===== src/rtl/crc_pkg.sv =====
package crc_pkg;
    localparam int CRC_W  = 32;
    localparam int REG_AW = 5;

    localparam logic [REG_AW-1:0] OFS_DATA = 5'h00;
    localparam logic [REG_AW-1:0] OFS_CTRL = 5'h08;
    localparam logic [REG_AW-1:0] OFS_INIT = 5'h10;
    localparam logic [REG_AW-1:0] OFS_POLY = 5'h14;

    localparam int CTL_RELOAD = 0;
    localparam int CTL_IN_LO  = 5;
    localparam int CTL_IN_HI  = 6;
    localparam int CTL_OUTREV = 7;

    localparam logic [CRC_W-1:0] INIT_RST = 32'hFFFF_FFFF;
    localparam logic [CRC_W-1:0] POLY_RST = 32'h04C1_1DB7;

    typedef enum logic [1:0] {
        IN_KEEP = 2'b00,
        IN_BYTE = 2'b01,
        IN_HALF = 2'b10,
        IN_WORD = 2'b11
    } in_rev_e;

    typedef struct packed {
        logic [CRC_W-1:0] acc;
        logic [CRC_W-1:0] init;
        logic [CRC_W-1:0] poly;
        in_rev_e          in_rev;
        logic             out_rev;
    } crc_regs_t;
endpackage


===== src/rtl/crc_lane_mirror.sv =====
module crc_lane_mirror #(
    parameter int W    = 32,
    parameter int LANE = 8
) (
    input  logic [W-1:0] din,
    output logic [W-1:0] dout
);
    localparam int NLANE = W / LANE;

    for (genvar l = 0; l < NLANE; l++) begin : g_lane
        for (genvar b = 0; b < LANE; b++) begin : g_bit
            assign dout[l*LANE + b] = din[l*LANE + LANE - 1 - b];
        end
    end
endmodule


===== src/rtl/crc_word_fold.sv =====
module crc_word_fold #(
    parameter int W = 32
) (
    input  logic [W-1:0] crc_in,
    input  logic [W-1:0] poly,
    input  logic [W-1:0] word,
    output logic [W-1:0] crc_out
);
    logic [W-1:0] work;

    always_comb begin
        work = crc_in ^ word;
        for (int i = 0; i < W; i++) begin
            if (work[W-1]) begin
                work = (work << 1) ^ poly;
            end else begin
                work = work << 1;
            end
        end
        crc_out = work;
    end
endmodule


===== src/rtl/crc32_prog_unit.sv =====
module crc32_prog_unit
    import crc_pkg::*;
(
    input  logic              clk,
    input  logic              rst_n,
    input  logic [REG_AW-1:0] addr,
    input  logic              we,
    input  logic [CRC_W-1:0]  wdata,
    output logic [CRC_W-1:0]  rdata
);
    localparam int CTL_PAD = CRC_W - CTL_OUTREV - 1;

    crc_regs_t r_q;
    crc_regs_t r_d;

    logic wr_data;
    logic wr_ctrl;
    logic wr_init;
    logic wr_poly;

    assign wr_data = we && (addr == OFS_DATA);
    assign wr_ctrl = we && (addr == OFS_CTRL);
    assign wr_init = we && (addr == OFS_INIT);
    assign wr_poly = we && (addr == OFS_POLY);

    // Input mirroring variants, one per granularity
    logic [CRC_W-1:0] din_byte;
    logic [CRC_W-1:0] din_half;
    logic [CRC_W-1:0] din_word;
    logic [CRC_W-1:0] din_sel;
    logic [CRC_W-1:0] acc_mirror;
    logic [CRC_W-1:0] acc_fold_d;

    crc_lane_mirror #(.W(CRC_W), .LANE(8))      u_mir_byte (.din(wdata),   .dout(din_byte));
    crc_lane_mirror #(.W(CRC_W), .LANE(16))     u_mir_half (.din(wdata),   .dout(din_half));
    crc_lane_mirror #(.W(CRC_W), .LANE(CRC_W))  u_mir_word (.din(wdata),   .dout(din_word));
    crc_lane_mirror #(.W(CRC_W), .LANE(CRC_W))  u_mir_out  (.din(r_q.acc), .dout(acc_mirror));

    always_comb begin
        unique case (r_q.in_rev)
            IN_BYTE: din_sel = din_byte;
            IN_HALF: din_sel = din_half;
            IN_WORD: din_sel = din_word;
            default: din_sel = wdata;
        endcase
    end

    crc_word_fold #(.W(CRC_W)) u_fold (
        .crc_in  (r_q.acc),
        .poly    (r_q.poly),
        .word    (din_sel),
        .crc_out (acc_fold_d)
    );

    always_comb begin
        r_d = r_q;
        if (wr_ctrl) begin
            r_d.in_rev  = in_rev_e'(wdata[CTL_IN_HI:CTL_IN_LO]);
            r_d.out_rev = wdata[CTL_OUTREV];
            if (wdata[CTL_RELOAD]) begin
                r_d.acc = r_q.init;
            end
        end
        if (wr_init) r_d.init = wdata;
        if (wr_poly) r_d.poly = wdata;
        if (wr_data) r_d.acc  = acc_fold_d;
    end

    always_ff @(posedge clk or negedge rst_n) begin
        if (!rst_n) begin
            r_q <= '{acc: INIT_RST, init: INIT_RST, poly: POLY_RST,
                     in_rev: IN_KEEP, out_rev: 1'b0};
        end else begin
            r_q <= r_d;
        end
    end

    always_comb begin
        unique case (addr)
            OFS_DATA: rdata = r_q.out_rev ? acc_mirror : r_q.acc;
            OFS_CTRL: rdata = {{CTL_PAD{1'b0}}, r_q.out_rev, r_q.in_rev, {CTL_IN_LO{1'b0}}};
            OFS_INIT: rdata = r_q.init;
            OFS_POLY: rdata = r_q.poly;
            default:  rdata = '0;
        endcase
    end

    // a reload takes the start value at the edge
    a_r3_reload: assert property (@(posedge clk) disable iff (!rst_n)
        (wr_ctrl && wdata[CTL_RELOAD]) |=> (r_q.acc == $past(r_q.init)));

    // the accumulator moves only on a data write or a reload
    a_r4_hold: assert property (@(posedge clk) disable iff (!rst_n)
        !(wr_data || (wr_ctrl && wdata[CTL_RELOAD])) |=> $stable(r_q.acc));

    // register writes land unaltered
    a_r2_init_write: assert property (@(posedge clk) disable iff (!rst_n)
        wr_init |=> (r_q.init == $past(wdata)));

    a_r2_poly_write: assert property (@(posedge clk) disable iff (!rst_n)
        wr_poly |=> (r_q.poly == $past(wdata)));

    // unmapped offsets leave configuration untouched
    a_r2_unmapped: assert property (@(posedge clk) disable iff (!rst_n)
        (we && !(wr_data || wr_ctrl || wr_init || wr_poly)) |=>
            ($stable(r_q.init) && $stable(r_q.poly) && $stable(r_q.out_rev)));
endmodule


===== config.mk =====
export PLATFORM = sky130hd
export DESIGN_NAME = crc32_prog_unit
export DESIGN_NICKNAME = d
export VERILOG_FILES = /design/src/rtl/crc_pkg.sv /design/src/rtl/crc_lane_mirror.sv /design/src/rtl/crc_word_fold.sv /design/src/rtl/crc32_prog_unit.sv
export SDC_FILE = /design/constraint.sdc
export NUM_CORES = 1
export LEC_CHECK = 0
export BUFFER_PORTS_ARGS = -buffer_cell sky130_fd_sc_hd__buf_4
export CORE_ASPECT_RATIO = 1.2
export CORE_MARGIN = 1.5
export CORE_UTILIZATION = 50
export DETAILED_ROUTE_END_ITERATION = 8
export PLACE_DENSITY_LB_ADDON = 0.1
export SETUP_SLACK_MARGIN = 0.05
export SYNTH_ARGS = -nofsm -noshare
export SYNTH_HDL_FRONTEND = slang
export SYNTH_SLANG_ARGS = --single-unit

===== constraint.sdc =====
create_clock -name clk -period 36.4 [get_ports clk]
set_input_delay 1.82 -clock clk [delete_from_list [all_inputs] [get_ports clk]]
set_output_delay 1.82 -clock clk [all_outputs]
set_load 0.02 [all_outputs]

==> metrics.cfg <==
[synth]
netlist_area_um2=25530
synth_edf_count=0
ys_ff_latch=99
synthDistinctLibCells=116
synth_area_per_cell_um2=7.264
synthArstFlopShare_pct=100.0
synth_cells=3514
synth_ff_type=dfstp_2
synth_most_common_cell=nand2_1
synth_top_area_share_pct=23.30
seq_area_frac_synth_pct=10.09
yosysWarnings=0
synthTopCellsByCount=nand2_1 (799), xnor2_1 (679), a21oi_1 (227)
synth.area.top_cells=xnor2_1 (23%), nand2_1 (12%), dfstp_2 (8.0%), a21oi_1 (4.5%), mux2_2 (4.4%)
synth_largest_area_cell=xnor2_1
synth_fp_nets=3554

[critical_path]
endpoint=r_q[85]$_DFFE_PN1P_
reg2reg_depth=49
crit_slowest_cell=or2_1
cpPeakStageDelay_ps=1010
cp.arrival_ps=20020
critPathKind=input pin to flip-flop
rrSetupSlack_ps=17310
cp-start-kind=input pin
worstReg2RegStart=r_q[2]$_DFFE_PN0P_
cp_data_required_time_ps=36680
critPathCaptureType=flip-flop
path_common_cell=buf_4
critPathMaxFanout=46
startpoint=wdata[0]
r2r-end=r_q[85]$_DFFE_PN1P_

[layout]
reg.largest.list=r_q (99)
nNetsFinal=3369
drive_above_1_share_pct=14.55
largest_reg_flops=99
regMostFlops=r_q
final_util_pct=52.46
antenna_cells=0
syn2layout_area_growth_pct=3.441

[place]
hpwl_um=73390
place_congestion=0.9457
io_buffers=71

[sta]
holdWs_ps=584.4
hold_viol=0
fin_crit_sh_pct=54.23
rsz0062_at_grt=false
worst_pin_slew_ps=1261
period_minus_slack_ps=19740
timing.slew.headroom_pct=15.90
setup_viol=0
setup-tns-final_ps=0
fmax_mhz=50.66
clock_skew_ps=11.22
slew_viol_final=0

[flow_run]
drv_cap=0

[routing]
wl_met2_um=48940
wirelength_um=104800
route.vias.total=26440
ant_nets=0
highest_layer=met5
wl_met1_um=40380
drtPass1Iterations=6
wl_per_cell_um=26.34
routed-wl-met3_um=8868
drt_iter0_markers=2888
vias_per_cell=6.646
drcViolationCount=0

[floorplanning]
pin_count=72
die_x_um=209.3
num_rows=90
fp.dieH_um=250.5
core_area_um2=50340
start_util_pct=50.71
die-area_um2=52420

[global_routing]
grt_use_total_pct=39.04
first_global_vias=24920
grt_pass1_wl_um=158000
antenna_found_initial=1
grt_overflow=0
grt_max_degree=63

[clocking]
cts_max_level=3
clk_pin_slew_worst_paths_ps=80
cts_tree=done
cts-resized-gates=0
postCtsHoldBufs=0
cts.sinks=99
clk-insertion-delay-late_ps=370
post_cts_buffers=0
numCtsBuffers=9
cts_buffer_depth=2
root_buffer=clkbuf_16

[worst_hold_path]
min_path_type=flip-flop to flip-flop

[status]
outcome=finished, final reports clean

-- cells in the final DEF (no fill, tap or decap), types with 13 or more instances in the layout --
cell      synthesis  final
o211ai_1         34     34
xnor2_1         679    673
a21oi_1         227    227
a221oi_1         17     17
nand3_1          54     54
mux2i_1          87     87
nor2_1          135    135
a21o_1           21     21
dfstp_2          78     78
xnor3_1          41     41
o22ai_1          69     69
mux4_2           31     31
a211oi_1         43     43
nor4_1           14     14
inv_1            28     27
nor3_1           59     58
a311oi_1         20     20
and2_1           16     17
nand4_1          22     22
a32oi_1          41     41
mux2_2           99     99
nand2_1         799    798
and3_1           26     26
a31oi_1          32     32
xor2_1           63     60
o31ai_1          22     22
buf_4            42    164
dfrtp_1          21     17
o21ai_0          80     80
a211o_1          14     14
xnor2_2           9     13
-- worst max-delay path: cells and delay by family --
family	cells	cell delay, ps
buf+inv	6	1820
simple gates	14	6060
compound gates	18	5440
mux	2	720
xor+xnor	9	4040
-- area by class of cell --
cell class / count / area [um2]
Fill cell: 4931 / 23930
Multi-Input combinational cell: 3024 / 21350
Sequential cell: 99 / 2582
Timing Repair Buffer: 164 / 1231
Tap cell: 644 / 805.8
Clock buffer: 10 / 250.2
Inverter: 31 / 116.4
Clock inverter: 6 / 68.82
-- logic make-up after synthesis --
group | count (synthesis) | synth area share, %
AOI/OAI and AO/OA | 797 | 21.79
xor gates and xnor gates | 803 | 30.56
buffers and inverters | 391 | 6.690
DFF | 99 | 10.09
muxes | 219 | 10.61
and+or+nand+nor | 1205 | 20.26
-- per-layer routing --
layer | GRT usage [%] | vias to the layer above
met4 | 21.95 | 2
li1 | - | 11840
met5 | 0 | -
met2 | 64.75 | 1486
met3 | 5.504 | 312
met1 | 48.54 | 12790
-- worst min-delay path by stage --
| stage | start | endpoint | cells after the start |
|---|---|---|---|
| floorplan | r_q[35]$_DFFE_PN1P_ | r_q[67]$_DFFE_PN1P_ | 2 |
| global placement | r_q[35]$_DFFE_PN1P_ | r_q[67]$_DFFE_PN1P_ | 2 |
| detailed placement | r_q[35]$_DFFE_PN1P_ | r_q[67]$_DFFE_PN1P_ | 2 |
| CTS | r_q[35]$_DFFE_PN1P_ | r_q[67]$_DFFE_PN1P_ | 2 |
| global route | r_q[35]$_DFFE_PN1P_ | r_q[67]$_DFFE_PN1P_ | 2 |
| finish | r_q[35]$_DFFE_PN1P_ | r_q[67]$_DFFE_PN1P_ | 2 |
-- through the flow --
| stage | instances | cell area (um2) | worst slack (ps) |
|---|---|---|---|
| 4_1_cts | 3978 | 26410 | 17120 |
| 3_3_place_gp | 3962 | 26090 | 17060 |
| 2_1_floorplan | 3514 | 25530 | 22220 |
| 3_5_place_dp | 3962 | 26090 | 16780 |
| 5_1_grt | 3978 | 26410 | 15370 |
| 6_report | 3978 | 26410 | 16660 |
Power is left out: the tool's default activity adds up to more than one toggle a clock period on the data nets, which glitch-free logic cannot reach.
